[config.mk]
export PLATFORM = sky130hd
export DESIGN_NAME = rxq_addr_mgr
export DESIGN_NICKNAME = d
export VERILOG_FILES = /design/src/rtl/rxq_pkg.sv /design/src/rtl/rxq_cfg_regs.sv /design/src/rtl/rxq_chan_ptr.sv /design/src/rtl/rxq_addr_gen.sv /design/src/rtl/rxq_addr_mgr.sv
export SDC_FILE = /design/constraint.sdc
export NUM_CORES = 1
export LEC_CHECK = 0
export BUFFER_PORTS_ARGS = -buffer_cell sky130_fd_sc_hd__buf_2
export CORE_MARGIN = 5
export CORE_UTILIZATION = 60
export DETAILED_ROUTE_END_ITERATION = 12
export PLACE_DENSITY = 0.79
export SYNTH_ARGS = -nofsm -noshare
export SYNTH_HDL_FRONTEND = slang
export SYNTH_HIERARCHICAL = 1
export SYNTH_SLANG_ARGS = --single-unit
[constraint.sdc]
create_clock -name clk -period 8.9 [get_ports clk]
set_clock_uncertainty 0.1 [all_clocks]
set_input_delay 1.78 -clock clk [delete_from_list [all_inputs] [get_ports clk]]
set_output_delay 1.78 -clock clk [all_outputs]
set_load 0.005 [all_outputs]
[src/rtl/rxq_pkg.sv]
package rxq_pkg;

    localparam int NUM_CH = 2;

    // register select codes
    typedef enum logic [2:0] {
        SEL_MODE       = 3'd0,
        SEL_BASE_SYS   = 3'd1,
        SEL_BASE_QUEUE = 3'd2,
        SEL_CH_FIRST   = 3'd3
    } reg_sel_e;

    // per-channel sticky error flags
    typedef struct packed {
        logic ovf;
        logic unf;
    } ch_flags_t;

    // start-index select of channel ch; geometry select is the next code
    function automatic logic [2:0] start_sel(int ch);
        return 3'(int'(SEL_CH_FIRST) + 2 * ch);
    endfunction

    function automatic logic [2:0] geom_sel(int ch);
        return 3'(int'(SEL_CH_FIRST) + 2 * ch + 1);
    endfunction

    // base + (start + ptr) * size, computed in 32 bits and truncated by caller
    function automatic logic [31:0] entry_addr(logic [31:0] base, logic [31:0] start,
                                               logic [31:0] ptr, logic [31:0] size);
        return base + (start + ptr) * size;
    endfunction

endpackage

[src/rtl/rxq_cfg_regs.sv]
module rxq_cfg_regs
    import rxq_pkg::*;
#(
    parameter int ADDR_W  = 16,
    parameter int DATA_W  = 16,
    parameter int IDX_W   = 8,
    parameter int DEPTH_W = 8,
    parameter int SIZE_W  = 8
) (
    input  logic               clk,
    input  logic               rst,
    input  logic               cfg_mode,
    input  logic               cfg_we,
    input  logic [2:0]         cfg_sel,
    input  logic [DATA_W-1:0]  cfg_wdata,
    output logic               cfg_err,
    output logic [ADDR_W-1:0]  base_addr,
    output logic [IDX_W-1:0]   start_idx [NUM_CH],
    output logic [DEPTH_W-1:0] depth     [NUM_CH],
    output logic [SIZE_W-1:0]  ent_size  [NUM_CH]
);

    logic              base_pick;
    logic [ADDR_W-1:0] base_sys_q;
    logic [ADDR_W-1:0] base_queue_q;
    logic              wr_ok;

    assign wr_ok = cfg_we && cfg_mode;

    always_ff @(posedge clk) begin
        if (rst) begin
            cfg_err      <= 1'b0;
            base_pick    <= 1'b0;
            base_sys_q   <= '0;
            base_queue_q <= '0;
        end else begin
            cfg_err <= cfg_we && !cfg_mode;
            if (wr_ok) begin
                case (cfg_sel)
                    SEL_MODE:       base_pick    <= cfg_wdata[0];
                    SEL_BASE_SYS:   base_sys_q   <= cfg_wdata[ADDR_W-1:0];
                    SEL_BASE_QUEUE: base_queue_q <= cfg_wdata[ADDR_W-1:0];
                    default: ;
                endcase
            end
        end
    end

    assign base_addr = base_pick ? base_queue_q : base_sys_q;

    for (genvar ch = 0; ch < NUM_CH; ch++) begin : g_ch
        always_ff @(posedge clk) begin
            if (rst) begin
                start_idx[ch] <= '0;
                depth[ch]     <= '0;
                ent_size[ch]  <= '0;
            end else if (wr_ok) begin
                if (cfg_sel == start_sel(ch)) begin
                    start_idx[ch] <= cfg_wdata[IDX_W-1:0];
                end
                if (cfg_sel == geom_sel(ch)) begin
                    ent_size[ch] <= cfg_wdata[SIZE_W-1:0];
                    depth[ch]    <= cfg_wdata[SIZE_W +: DEPTH_W];
                end
            end
        end
    end

endmodule

[src/rtl/rxq_chan_ptr.sv]
module rxq_chan_ptr
    import rxq_pkg::*;
#(
    parameter int DEPTH_W = 8,
    localparam int CNT_W  = DEPTH_W + 1
) (
    input  logic               clk,
    input  logic               rst,
    input  logic               cfg_mode,
    input  logic               push,
    input  logic               pop,
    input  logic [DEPTH_W-1:0] depth,
    output logic [DEPTH_W-1:0] wr_ptr,
    output logic [DEPTH_W-1:0] rd_ptr,
    output logic [CNT_W-1:0]   count,
    output ch_flags_t          flags
);

    logic full, empty, do_push, do_pop;
    logic [DEPTH_W-1:0] last_idx;

    assign full     = (count == {1'b0, depth});
    assign empty    = (count == '0);
    assign do_push  = push && !full;
    assign do_pop   = pop && !empty;
    assign last_idx = depth - 1'b1;

    always_ff @(posedge clk) begin
        if (rst || cfg_mode) begin
            wr_ptr <= '0;
            rd_ptr <= '0;
            count  <= '0;
            flags  <= '0;
        end else begin
            if (do_push) begin
                wr_ptr <= (wr_ptr == last_idx) ? '0 : wr_ptr + 1'b1;
            end
            if (do_pop) begin
                rd_ptr <= (rd_ptr == last_idx) ? '0 : rd_ptr + 1'b1;
            end
            case ({do_push, do_pop})
                2'b10:   count <= count + 1'b1;
                2'b01:   count <= count - 1'b1;
                default: ;
            endcase
            if (push && full) flags.ovf <= 1'b1;
            if (pop && empty) flags.unf <= 1'b1;
        end
    end

endmodule

[src/rtl/rxq_addr_gen.sv]
module rxq_addr_gen
    import rxq_pkg::*;
#(
    parameter int ADDR_W  = 16,
    parameter int IDX_W   = 8,
    parameter int DEPTH_W = 8,
    parameter int SIZE_W  = 8
) (
    input  logic [ADDR_W-1:0]  base,
    input  logic [IDX_W-1:0]   start,
    input  logic [DEPTH_W-1:0] ptr,
    input  logic [SIZE_W-1:0]  size,
    output logic [ADDR_W-1:0]  addr
);

    logic [31:0] full_addr;

    assign full_addr = entry_addr(32'(base), 32'(start), 32'(ptr), 32'(size));
    assign addr      = full_addr[ADDR_W-1:0];

endmodule

[src/rtl/rxq_addr_mgr.sv]
module rxq_addr_mgr
    import rxq_pkg::*;
#(
    parameter int ADDR_W  = 16,
    parameter int DATA_W  = 16,
    parameter int IDX_W   = 8,
    parameter int DEPTH_W = 8,
    parameter int SIZE_W  = 8,
    localparam int CNT_W  = DEPTH_W + 1
) (
    input  logic               clk,
    input  logic               rst,
    input  logic               cfg_mode,
    input  logic               cfg_we,
    input  logic [2:0]         cfg_sel,
    input  logic [DATA_W-1:0]  cfg_wdata,
    output logic               cfg_err,
    input  logic               a_push,
    input  logic               a_pop,
    output logic [ADDR_W-1:0]  a_wr_addr,
    output logic [ADDR_W-1:0]  a_rd_addr,
    output logic               a_not_empty,
    output logic [CNT_W-1:0]   a_count,
    output logic               a_ovf,
    output logic               a_unf,
    input  logic               b_push,
    input  logic               b_pop,
    output logic [ADDR_W-1:0]  b_wr_addr,
    output logic [ADDR_W-1:0]  b_rd_addr,
    output logic               b_not_empty,
    output logic [CNT_W-1:0]   b_count,
    output logic               b_ovf,
    output logic               b_unf
);

    logic [ADDR_W-1:0]  base_addr;
    logic [IDX_W-1:0]   start_idx [NUM_CH];
    logic [DEPTH_W-1:0] depth     [NUM_CH];
    logic [SIZE_W-1:0]  ent_size  [NUM_CH];

    logic               push_v    [NUM_CH];
    logic               pop_v     [NUM_CH];
    logic [DEPTH_W-1:0] wr_ptr    [NUM_CH];
    logic [DEPTH_W-1:0] rd_ptr    [NUM_CH];
    logic [CNT_W-1:0]   count_v   [NUM_CH];
    ch_flags_t          flags_v   [NUM_CH];
    logic [ADDR_W-1:0]  wr_addr_v [NUM_CH];
    logic [ADDR_W-1:0]  rd_addr_v [NUM_CH];

    rxq_cfg_regs #(
        .ADDR_W (ADDR_W), .DATA_W (DATA_W), .IDX_W (IDX_W),
        .DEPTH_W(DEPTH_W), .SIZE_W (SIZE_W)
    ) u_regs (
        .clk      (clk),
        .rst      (rst),
        .cfg_mode (cfg_mode),
        .cfg_we   (cfg_we),
        .cfg_sel  (cfg_sel),
        .cfg_wdata(cfg_wdata),
        .cfg_err  (cfg_err),
        .base_addr(base_addr),
        .start_idx(start_idx),
        .depth    (depth),
        .ent_size (ent_size)
    );

    assign push_v[0] = a_push;
    assign pop_v[0]  = a_pop;
    assign push_v[1] = b_push;
    assign pop_v[1]  = b_pop;

    for (genvar ch = 0; ch < NUM_CH; ch++) begin : g_ch
        rxq_chan_ptr #(.DEPTH_W(DEPTH_W)) u_ptr (
            .clk     (clk),
            .rst     (rst),
            .cfg_mode(cfg_mode),
            .push    (push_v[ch]),
            .pop     (pop_v[ch]),
            .depth   (depth[ch]),
            .wr_ptr  (wr_ptr[ch]),
            .rd_ptr  (rd_ptr[ch]),
            .count   (count_v[ch]),
            .flags   (flags_v[ch])
        );

        rxq_addr_gen #(
            .ADDR_W(ADDR_W), .IDX_W(IDX_W), .DEPTH_W(DEPTH_W), .SIZE_W(SIZE_W)
        ) u_wr_addr (
            .base (base_addr),
            .start(start_idx[ch]),
            .ptr  (wr_ptr[ch]),
            .size (ent_size[ch]),
            .addr (wr_addr_v[ch])
        );

        rxq_addr_gen #(
            .ADDR_W(ADDR_W), .IDX_W(IDX_W), .DEPTH_W(DEPTH_W), .SIZE_W(SIZE_W)
        ) u_rd_addr (
            .base (base_addr),
            .start(start_idx[ch]),
            .ptr  (rd_ptr[ch]),
            .size (ent_size[ch]),
            .addr (rd_addr_v[ch])
        );
    end

    assign a_wr_addr   = wr_addr_v[0];
    assign a_rd_addr   = rd_addr_v[0];
    assign a_count     = count_v[0];
    assign a_not_empty = (count_v[0] != '0);
    assign a_ovf       = flags_v[0].ovf;
    assign a_unf       = flags_v[0].unf;

    assign b_wr_addr   = wr_addr_v[1];
    assign b_rd_addr   = rd_addr_v[1];
    assign b_count     = count_v[1];
    assign b_not_empty = (count_v[1] != '0);
    assign b_ovf       = flags_v[1].ovf;
    assign b_unf       = flags_v[1].unf;

endmodule

Word level (Yosys, flattened, before mapping)
Cells that the tools add are included.
{"block": "word_totals", "reg_bits": 136, "out_inout_bits": 89}
{"block": "classes", "addsub": 18, "multipliers": 4, "n_eq_ne": 16, "n_mux": 7, "reduce_logical": 30}
{"cell": "$mul 32x8->16", "n": 4}
{"cell": "$add 16x16->16", "n": 4}
{"cell": "$add 8x8->9", "n": 4}
{"cell": "$pmux 9 s2", "n": 2}
{"cell": "$add 8x1->8 const B", "n": 4}
{"cell": "$eq 8x8->1", "n": 4}
{"cell": "$mux 8", "n": 4}
{"cell": "$add 9x1->9 const B", "n": 2}
{"cell": "$eq 9x8->1", "n": 2}
{"cell": "$logic_not 9->1", "n": 2}
{"cell": "$reduce_bool 9->1", "n": 2}
{"cell": "$sub 9x1->9 const B", "n": 2}
{"cell": "$mux 16", "n": 1}
{"cell": "$sub 8x1->8 const B", "n": 2}
{"cell": "$reduce_and 2->1", "n": 7}
{"cell": "$logic_and 1x1->1", "n": 10}
{"cell": "$eq 3x3->1 const B", "n": 3}
{"cell": "$eq 3x2->1 const B", "n": 2}
{"cell": "$logic_not 1->1", "n": 5}
{"cell": "$eq 2x1->1 const B", "n": 2}
{"cell": "$eq 2x2->1 const B", "n": 2}
{"cell": "$reduce_bool 2->1", "n": 2}
{"cell": "$eq 3x1->1 const B", "n": 1}
{"cell": "$logic_not 3->1", "n": 1}
{"cell": "$logic_or 1x1->1", "n": 1}

Depth between registers and ports, before layout
Gate-level depths: netlist of run 1.
{"block": "depth", "depth_word": 5, "mapped_depth": 24, "depth_no_buf": 24}

Modules after synthesis
Netlist of run 1, hierarchy kept.
{"module": "rxq_addr_gen (g_ch[0].u_rd_addr ...)", "n_inst": 2, "cells_per_inst": 369, "area_per_inst_um2": 3089.2, "seq_area_each_um2": 0.0}
{"module": "rxq_chan_ptr", "n_inst": 2, "cells_per_inst": 239, "area_per_inst_um2": 2153.3, "seq_area_each_um2": 540.5}
{"module": "rxq_cfg_regs", "n_inst": 1, "cells_per_inst": 311, "area_per_inst_um2": 3473.3, "seq_area_each_um2": 1641.6}
{"module": "rxq_addr_gen (g_ch[1].u_wr_addr)", "n_inst": 1, "cells_per_inst": 371, "area_per_inst_um2": 3116.7, "seq_area_each_um2": 0.0}
{"module": "rxq_addr_gen (g_ch[1].u_rd_addr)", "n_inst": 1, "cells_per_inst": 363, "area_per_inst_um2": 3040.4, "seq_area_each_um2": 0.0}
{"module": "rxq_addr_mgr", "n_inst": 1, "cells_per_inst": 8, "area_per_inst_um2": 40.0, "seq_area_each_um2": 0.0}

Least setup slack after synthesis of run 1
OpenSTA, ideal clock, no wires.
{"block": "synth_path", "kind": "reg-to-output", "start": "register g_ch[0].u_ptr.rd_ptr[0]", "end": "output a_rd_addr[14]", "t_arrival_ns": 5.452, "required_time_ns": 7.020, "path_slack_ns": 1.568, "stages_incl_launch_ff": 22, "n_path_buf": 1, "cell_sequence": "dfxtp_1 > ha_1 > inv_1 > fa_1 > nor2b_1 > o31a_1 > o21a_1 > or3_1 > buf_2 > and3_1 > fa_1 > fa_1 > fa_1 > inv_1 > fa_1 > inv_1 > ha_1 > or2_0 > or3_1 > a211o_1 > and3_1 > a211o_1"}
{"block": "synth_between", "elab_chain_cells": 3}
{"element": "start, declared", "line_no": "rxq_chan_ptr.sv:14", "source": "output logic [DEPTH_W-1:0] rd_ptr,"}
{"element": "start signal, assigned", "line_no": "rxq_chan_ptr.sv:39", "source": "rd_ptr <= (rd_ptr == last_idx) ? '0 : rd_ptr + 1'b1;"}
{"element": "$add 8x8->9", "line_no": "rxq_pkg.sv:31", "source": "return base + (start + ptr) * size;"}
{"element": "$mul 32x8->16", "line_no": "rxq_pkg.sv:31"}
{"element": "$add 16x16->16", "line_no": "rxq_pkg.sv:31"}
{"element": "end, declared", "line_no": "rxq_addr_mgr.sv:21", "source": "output logic [ADDR_W-1:0] a_rd_addr,"}
No other way between the ends.

Worst setup path in the final report of run 1
{"block": "layout_path", "start": "register g_ch[1].u_ptr.wr_ptr[0]", "end": "output b_wr_addr[15]"}
{"block": "layout_between", "elab_chain_cells": 3}
{"element": "start, declared", "line_no": "rxq_chan_ptr.sv:13", "source": "output logic [DEPTH_W-1:0] wr_ptr,"}
{"element": "start signal, assigned", "line_no": "rxq_chan_ptr.sv:36", "source": "wr_ptr <= (wr_ptr == last_idx) ? '0 : wr_ptr + 1'b1;"}
{"element": "$add 8x8->9", "line_no": "rxq_pkg.sv:31"}
{"element": "$mul 32x8->16", "line_no": "rxq_pkg.sv:31"}
{"element": "$add 16x16->16", "line_no": "rxq_pkg.sv:31"}
{"element": "end, declared", "line_no": "rxq_addr_mgr.sv:28", "source": "output logic [ADDR_W-1:0] b_wr_addr,"}
No other way between the ends.

==> results by group, run 1 <==
Outcome
  • Status: finished clean

Synth
  • Mapped cell area: 0.0202 mm^2
  • Sequential area share after synthesis: 0.135
  • Post-synthesis cell count: 2269
  • Ys Warns: 6
  • Syn_area_per_cell: a little under 9 um^2
  • Post-synth EDFFs: 0
  • Top_reg_cell synth: dfxtp_1
  • Syn_nets: 2712
  • Number of distinct library cells after synthesis: 89
  • Ys async rst share: 0
  • #FFs+latches synth: ~140

Run
  • Maxcap violations: 0

STA
  • Slack of the critical path: approximately 0.50 ns
  • Setup-failing EPs final: 0
  • Total negative slack: 0 ns
  • Slew @ Worst Pin: approximately 1.3 ns
  • Slew Limit Fails: 0
  • Minimum hold slack: 0.369 ns
  • RSZ-0062 raised after global routing: false
  • Period Utilization, post-route: 0.944
  • Fmax: between 0.1 and 0.15 GHz
  • Final Hold Viols: 0
  • Min Tclk post-route: 8.40 ns
  • Max-slew headroom: 0.114

GRT
  • Global-route met1 utilization: 0.345
  • Initial antenna violation count: 3
  • Pin count of the biggest net entering global routing: 103
  • GRT met3 Usage: 0.0397
  • GRT Overall Usage: 0.257
  • Vias in the first global route: 16400
  • Grt peak-use layer: met2
  • First-pass GRT wire length: 80.9 mm
  • Met2 usage: 0.428
  • Total global routing overflow: 0

Clock network
  • Clock slew seen by the registers of the worst setup and hold paths: approximately 0.060 ns
  • Setup Buffers After CTS: 0
  • CTS tree: yes
  • # hold bufs at CTS: 0
  • TritonCTS buffer count: 17
  • CTS-repair resized insts: 0
  • Root Driver: clkbuf_16
  • H-tree levels: 4
  • Clk_lat worst skew: between 0.4 and 0.5 ns
  • Max clock buf depth: 2
  • Clock sink count: 136

Detailed routing
  • Post-route ant nets: 0
  • Drt via density: around 5.7
  • Post-Route WL: 48.4 mm
  • 1st-iter DRT viols: 1164
  • Drc violations: 0
  • DRT Pass-1 Iters: 5
  • Via count: about 16000
  • DR WL/cell: around 17 um

Worst setup path
  • Worst path slowest cell: fa_1
  • Crit Path Max Fanout: 8
  • Worst r2r src: u_regs/depth[3]
  • Slowest stage delay, CP: 0.55 ns
  • Critical path endpoint category: output pin
  • Setup crit start kind: register
  • Data required time of the worst path: ~7.0 ns
  • Arr. time, crit path: 6.52 ns
  • Reg2Reg Setup Slack: ~5.1 ns
  • Setup CP Type: reg2out
  • Worst path cell trace: ha_1 > inv_1 > fa_1 > nor2b_1 > o21ai_1 > a21oi_1 > a211oi_2 > xnor2_2 > nand2_1 > fa_1 > inv_1 > fa_1 > inv_1 > fa_1 > fa_1 > inv_1 > ha_1 > o21a_1 > o31a_1 > o21bai_1 > a31oi_1 > xnor2_1 > xnor2_1 > buf_2
  • Delay-heaviest family, CP: adder cells
  • Worst reg2reg endpoint: g_ch[1].u_ptr/count[8]
  • Most used cell, CP: fa_1
  • Worst Path Buf+Inv: 5
  • Reg2reg path depth: 10

Layout
  • Area of the multi-input gates: 0.0155 mm^2
  • Commonest non-fill, non-tap cell in the layout: inv_1
  • Most frequent cells in the layout: inv_1, fa_1, ha_1
  • Nets@finish: 2790
  • FF/Latch Area: between 0.002 and 0.003 mm^2
  • Design Area, Final: approximately 0.022 mm^2
  • FILL cells: 2811
  • Fin cells: about 2800
  • Syn-to-layout area delta: 7.19%
  • Layout cells sized above 1: 0.0903

Hold path
  • Min-Delay Path Depth: 2
  • HP Start: g_ch[0].u_ptr/flags[0]
  • Min-Delay Path Class: reg2reg
  • Worst Hold Path EP: g_ch[0].u_ptr/flags[0]

Placement
  • PortBufs: 115
  • Setup WS pre-CTS: a little under 1 ns
  • Routability Congestion: 0.920
  • Post-DP HPWL: ~38 mm
  • Post-DP Area: ~0.021 mm^2
  • Dpl cells: 2776

Floorplan
  • Die height: a little under 200 um
  • Die X: around 190 um
  • # IOs: 116
  • Core outline area: around 0.033 mm^2
  • Row cnt: 67
  • Initial Utilization: 0.604
  • Die footprint: between 0.03 and 0.04 mm^2

Power and ir drop
  • VDD IR max: between 0.1 and 0.15 mV
  • Leakage: 11.1 nW
  • Power per cell area: 69.8 mW/mm^2
cell usage after synthesis (5+ instances only):
cell | number | area, um^2
or4_1 | 9 | 67.6
and2_1 | 104 | 651
or3_1 | 9 | 56.3
fa_1 | 230 | 4600
a21o_1 | 20 | 150
and3b_1 | 5 | 43.8
mux2i_1 | 97 | 971
buf_2 | 13 | 65.1
xor2_1 | 58 | 508
nand4_1 | 15 | 93.8
o21ai_0 | 43 | 215
nor4_1 | 13 | 81.3
a211o_1 | 10 | 87.6
and3_1 | 18 | 113
mux2_2 | 16 | 180
dfxtp_1 | 136 | 2720
nand2b_1 | 134 | 838
ha_1 | 186 | 2330
clkbuf_1 | 30 | 113
a211oi_1 | 20 | 150
nor2_1 | 69 | 259
nor3_1 | 26 | 130
a21oi_1 | 64 | 320
o311ai_0 | 12 | 105
o21ai_1 | 5 | 25.0
nand3_1 | 34 | 170
o31a_1 | 5 | 43.8
nor2b_1 | 27 | 169
a31oi_1 | 7 | 43.8
nand2_1 | 117 | 439
o2111ai_1 | 5 | 43.8
o21bai_1 | 7 | 52.6
o21a_1 | 38 | 285
o211ai_1 | 15 | 113
buf_6 | 10 | 113
nor3b_1 | 13 | 97.6
inv_1 | 438 | 1640
nand3b_1 | 21 | 158
xnor2_1 | 94 | 823
metrics by stage:
step	utilization	power (mW)
6_report	0.648	1.51
3_3_place_gp	0.629	0.784
5_1_grt	0.647	1.56
2_1_floorplan	-	0.743
3_5_place_dp	0.629	0.789
4_1_cts	0.647	1.51
tightest hold or removal path, cell delays in order, from the launching register on:
cell,delay [ns]
dfxtp_1,0.32
a41oi_1,0.04
nor2_1,0.07
how the worst max path moves through the flow:
stage	startpoint	endpoint	cells past startpoint
6_report	g_ch[1].u_ptr/wr_ptr[0]	b_wr_addr[15]	24
5_1_grt	g_ch[1].u_ptr/wr_ptr[0]	b_wr_addr[14]	23
4_1_cts	g_ch[1].u_ptr/wr_ptr[0]	b_wr_addr[14]	23
3_5_place_dp	g_ch[1].u_ptr/wr_ptr[0]	b_wr_addr[15]	24
3_3_place_gp	g_ch[1].u_ptr/wr_ptr[0]	b_wr_addr[15]	24
2_1_floorplan	g_ch[0].u_ptr/rd_ptr[0]	a_rd_addr[14]	21
registers in the layout, indices dropped and copies added, names as in the netlist:
register	count
u_regs/base_pick	1
u_regs/base_sys_q	16
u_regs/start_idx	16
u_regs/depth	16
u_regs/cfg_err	1
u_regs/ent_size	16
g_ch.u_ptr/rd_ptr	16
g_ch.u_ptr/wr_ptr	16
u_regs/base_queue_q	16
g_ch.u_ptr/count	18
g_ch.u_ptr/flags	4
routing by layer:
metal,part of all wire,up-vias
li1,-,7526
met1,0.44,7754
met2,0.47,568
met3,0.062,90
met4,0.028,2
met5,0.00029,-
cells by family (layout without fill, tap and decap cells):
| kind of cell | after synthesis | in the layout | share of synthesized area |
|---|---|---|---|
| AND/OR/NAND/NOR | 648 | 648 | 0.182 |
| adder cells (fa/ha/maj) | 416 | 416 | 0.344 |
| other | 0 | 1 | 0 |
| multiplexers | 117 | 117 | 0.0593 |
| flip-flops | 136 | 136 | 0.135 |
| XOR/XNOR | 158 | 158 | 0.0721 |
| buffers and inverters | 497 | 588 | 0.0978 |
| AO/OA/AOI/OAI | 297 | 297 | 0.109 |
power breakdown:
part / total (mW) / switching, mW / internal, mW
Combinational: 0.148 / 0.0889 / 0.0595
Clock: 0.729 / 0.260 / 0.468
Sequential: 0.630 / 0.0143 / 0.616
cell type report:
class / count / area share
inverters: 438 / 0.0761
flip-flops and latches: 136 / 0.126
multi-input cells: 1636 / 0.716
clock buffers: 24 / 0.0228
well taps: 448 / 0.0259
repair buffers: 118 / 0.0277
clock inverters: 8 / 0.00544
diodes: 1 / 0.000116
Power figures use the tool's default switching activity.
==> run 2: changes to the inputs <==
Settings changed: CELL_PAD_IN_SITES_DETAIL_PLACEMENT set to 1, CELL_PAD_IN_SITES_GLOBAL_PLACEMENT set to 1, CORE_UTILIZATION 60 to 49, GPL_TIMING_DRIVEN set to 0, PLACE_DENSITY 0.79 to unset, PLACE_DENSITY_LB_ADDON set to 0.1.
==> run 2 against run 1 <==
Design area rose by 2.0%. Utilization fell by 11 points. Via count rose by 2.0%. Global-route usage fell by 0.42 points. Worst setup slack got worse by 0.19 ns. Routed wire length rose by 16%. Non-clock buffer count rose by 56. Sequential power barely moved. Critical endpoint is now a_rd_addr[14]. Largest cell class unchanged. Largest power group unchanged.
==> results by group, run 2 (synthesis results as in run 1) <==
Clock network
  • H-tree levels: 4 (unchanged)
  • Root Driver: clkbuf_16
  • Setup Buffers After CTS: 0 (unchanged)
  • Clock sink count: 136 (unchanged)
  • Max clock buf depth: 2 (unchanged)
  • TritonCTS buffer count: 17 (unchanged)
  • CTS tree: yes
  • CTS-repair resized insts: 0 (unchanged)
  • Clock slew seen by the registers of the worst setup and hold paths: 0.06 ns (about the same)
  • Clk_lat worst skew: 0.42 ns (about the same)
  • # hold bufs at CTS: 0 (unchanged)

Layout
  • Most frequent cells in the layout: inv_1, fa_1, ha_1
  • Reg with most FFs: g_ch.u_ptr/count
  • Nets@finish: 2846 (+2.0%)
  • Largest register FFs: 18 (unchanged)
  • Layout cells sized above 1: 0.0998 (+0.00950)
  • Commonest non-fill, non-tap cell in the layout: inv_1
  • FF/Latch Area: 0.00272 mm^2 (unchanged)
  • Fin cells: 2948 (+4.9%)
  • FILL cells: 4894 (+74%)
  • N_diodes: 0 (-1)
  • Syn-to-layout area delta: 9.33%
  • Utilization after layout: 0.541 (-0.107)
  • Area of the multi-input gates: 0.0155 mm^2 (+0.14%)

Worst setup path
  • Setup crit start kind: register
  • Arr. time, crit path: 6.71 ns (+0.19 ns)
  • Reg2Reg Setup Slack: 5.14 ns (+0.06 ns)
  • Worst Setup SP: g_ch[0].u_ptr/rd_ptr[0]
  • Crit Path Max Fanout: 8 (unchanged)
  • Slowest stage delay, CP: 0.62 ns (+0.07 ns)
  • Worst path cell trace: ha_1 > inv_1 > fa_1 > nor2b_1 > o21ai_0 > a21oi_1 > nand2_1 > fa_1 > inv_1 > fa_1 > fa_1 > inv_1 > fa_1 > inv_1 > ha_1 > or2_0 > or3_1 > a211o_1 > and3_1 > a211o_1 > buf_2
  • Worst path slowest cell: a21oi_1
  • Worst reg2reg endpoint: g_ch[0].u_ptr/count[8]
  • Crit path capture: a_rd_addr[14]
  • Setup CP Type: reg2out
  • Reg2reg path depth: 10 (unchanged)
  • Worst r2r src: g_ch[0].u_ptr/count[0]
  • Critical path endpoint category: output pin
  • Most used cell, CP: fa_1
  • Data required time of the worst path: 7.02 ns (about the same)

Floorplan
  • # IOs: 116 (unchanged)
  • Core outline area: 0.0407 mm^2 (+22%)
  • Die footprint: 0.0453 mm^2 (+21%)
  • Initial Utilization: 0.495 (-0.109)
  • Die height: 213 um (+10%)
  • Die X: 213 um (+10%)
  • Row cnt: 74 (+10%)

GRT
  • Initial antenna violation count: 0 (-3)
  • Vias in the first global route: 17800 (+8.9%)
  • First-pass GRT wire length: 92.3 mm (+14%)
  • Pin count of the biggest net entering global routing: 21 (-80%)
  • GRT Overall Usage: 0.253 (-0.00423)
  • Total global routing overflow: 0 (unchanged)

STA
  • Slew @ Worst Pin: 0.885 ns (-0.425 ns)
  • Period Utilization, post-route: 0.965 (+0.0211)
  • Min Tclk post-route: 8.59 ns (+0.188 ns)
  • Slew Limit Fails: 0 (unchanged)
  • RSZ-0062 raised after global routing: false
  • Total negative slack: 0 ns (unchanged)
  • Final Hold Viols: 0 (unchanged)
  • Minimum hold slack: 0.372 ns (+0.00246 ns)
  • Max-slew headroom: 0.405 (+0.291)
  • Setup-failing EPs final: 0 (unchanged)
  • Fmax: 0.116 GHz (-2.2%)

Detailed routing
  • 1st-iter DRT viols: 706 (-39%)
  • Top sig layer: met4
  • Drc violations: 0 (unchanged)
  • Via count: 16300 (+2.0%)
  • Met2 WL: 28.0 mm (+22%)
  • M1 WL: 25.4 mm (+20%)
  • DR WL/cell: 19.0 um (+10%)
  • DRT Pass-1 Iters: 5 (unchanged)
  • Drt via density: 5.51 (-2.8%)
  • WL met3: 1.79 mm (-40%)
  • Post-route ant nets: 0 (unchanged)
  • Post-Route WL: 56.1 mm (+16%)

Power and ir drop
  • Pwr Total: 1.53 mW (+1.7%)
  • Power per cell area: 69.6 mW/mm^2 (-0.33%)
  • VDD IR max: 0.145 mV (+6.2%)
  • Leakage: 11.3 nW (+1.5%)

Run
  • Maxcap violations: 0 (unchanged)

Placement
  • PortBufs: 115 (unchanged)
  • Post-DP HPWL: 45.2 mm (+19%)
  • Dpl cells: 2916 (+5.0%)
  • Routability Congestion: 0.856 (-6.9%)

Outcome
  • Status: finished clean

Hold path
  • Min-Delay Path Class: reg2reg
run 2: changes by cell type in the layout (fill, tap and decap cells not counted), moves of 3 or more:
cell        change
buf_2          +13
buf_6          +10
clkbuf_1       +28
clkinv_4        +3
clkinv_2        -3
buf_1           +4
clkbuf_8        -3
clkinvlp_4      +3
run 2: worst min path at each step:
stage / from / slack, ns / endpoint / cells past startpoint
3_3_place_gp: g_ch[0].u_ptr/flags[1] / 0.35 / g_ch[0].u_ptr/flags[1] / 2
2_1_floorplan: u_regs/base_queue_q[0] / 0.35 / u_regs/base_queue_q[0] / 2
4_1_cts: u_regs/base_sys_q[10] / 0.38 / u_regs/base_sys_q[10] / 2
6_report: g_ch[0].u_ptr/flags[1] / 0.37 / g_ch[0].u_ptr/flags[1] / 2
5_1_grt: g_ch[1].u_ptr/flags[0] / 0.40 / g_ch[1].u_ptr/flags[0] / 2
3_5_place_dp: u_regs/base_queue_q[10] / 0.36 / u_regs/base_queue_q[10] / 2
run 2: where the power goes:
group | internal [mW] | total (mW) | switching, mW
Combinational | 0.0630 | 0.164 | 0.101
Sequential | 0.616 | 0.627 | 0.0110
Clock | 0.451 | 0.742 | 0.291
run 2: per-layer routing:
layer  vias up  GRT usage
li1       7645          -
met1      8281      0.336
met2       275      0.450
met3        56     0.0235
met4         0     0.0558
met5         -          0
run 2: final cells by class:
| class | count | area share |
|---|---|---|
| multi-input cells | 1636 | 0.703 |
| flip-flops and latches | 136 | 0.124 |
| well taps | 532 | 0.0302 |
| repair buffers | 115 | 0.0261 |
| plain buffers | 59 | 0.0149 |
| clock buffers | 19 | 0.0201 |
| inverters | 438 | 0.0746 |
| clock inverters | 13 | 0.00767 |
run 2: critical path, delay by kind of cell, from the launching register on:
kind,cells,cell delay (ns)
adders and majority gates,7,2.98
AOI/OAI and AO/OA,4,1.33
and+or+nand+nor,5,1.08
DFF,1,0.56
buffers and inverters,5,0.35
run 2: metrics by stage:
stage          instance area [um^2]  setup slack, ns
2_1_floorplan                 20200             1.57
5_1_grt                       22000           0.0159
6_report                      22000            0.315
4_1_cts                       22000            0.158
3_3_place_gp                  21400            0.706
3_5_place_dp                  21400            0.629
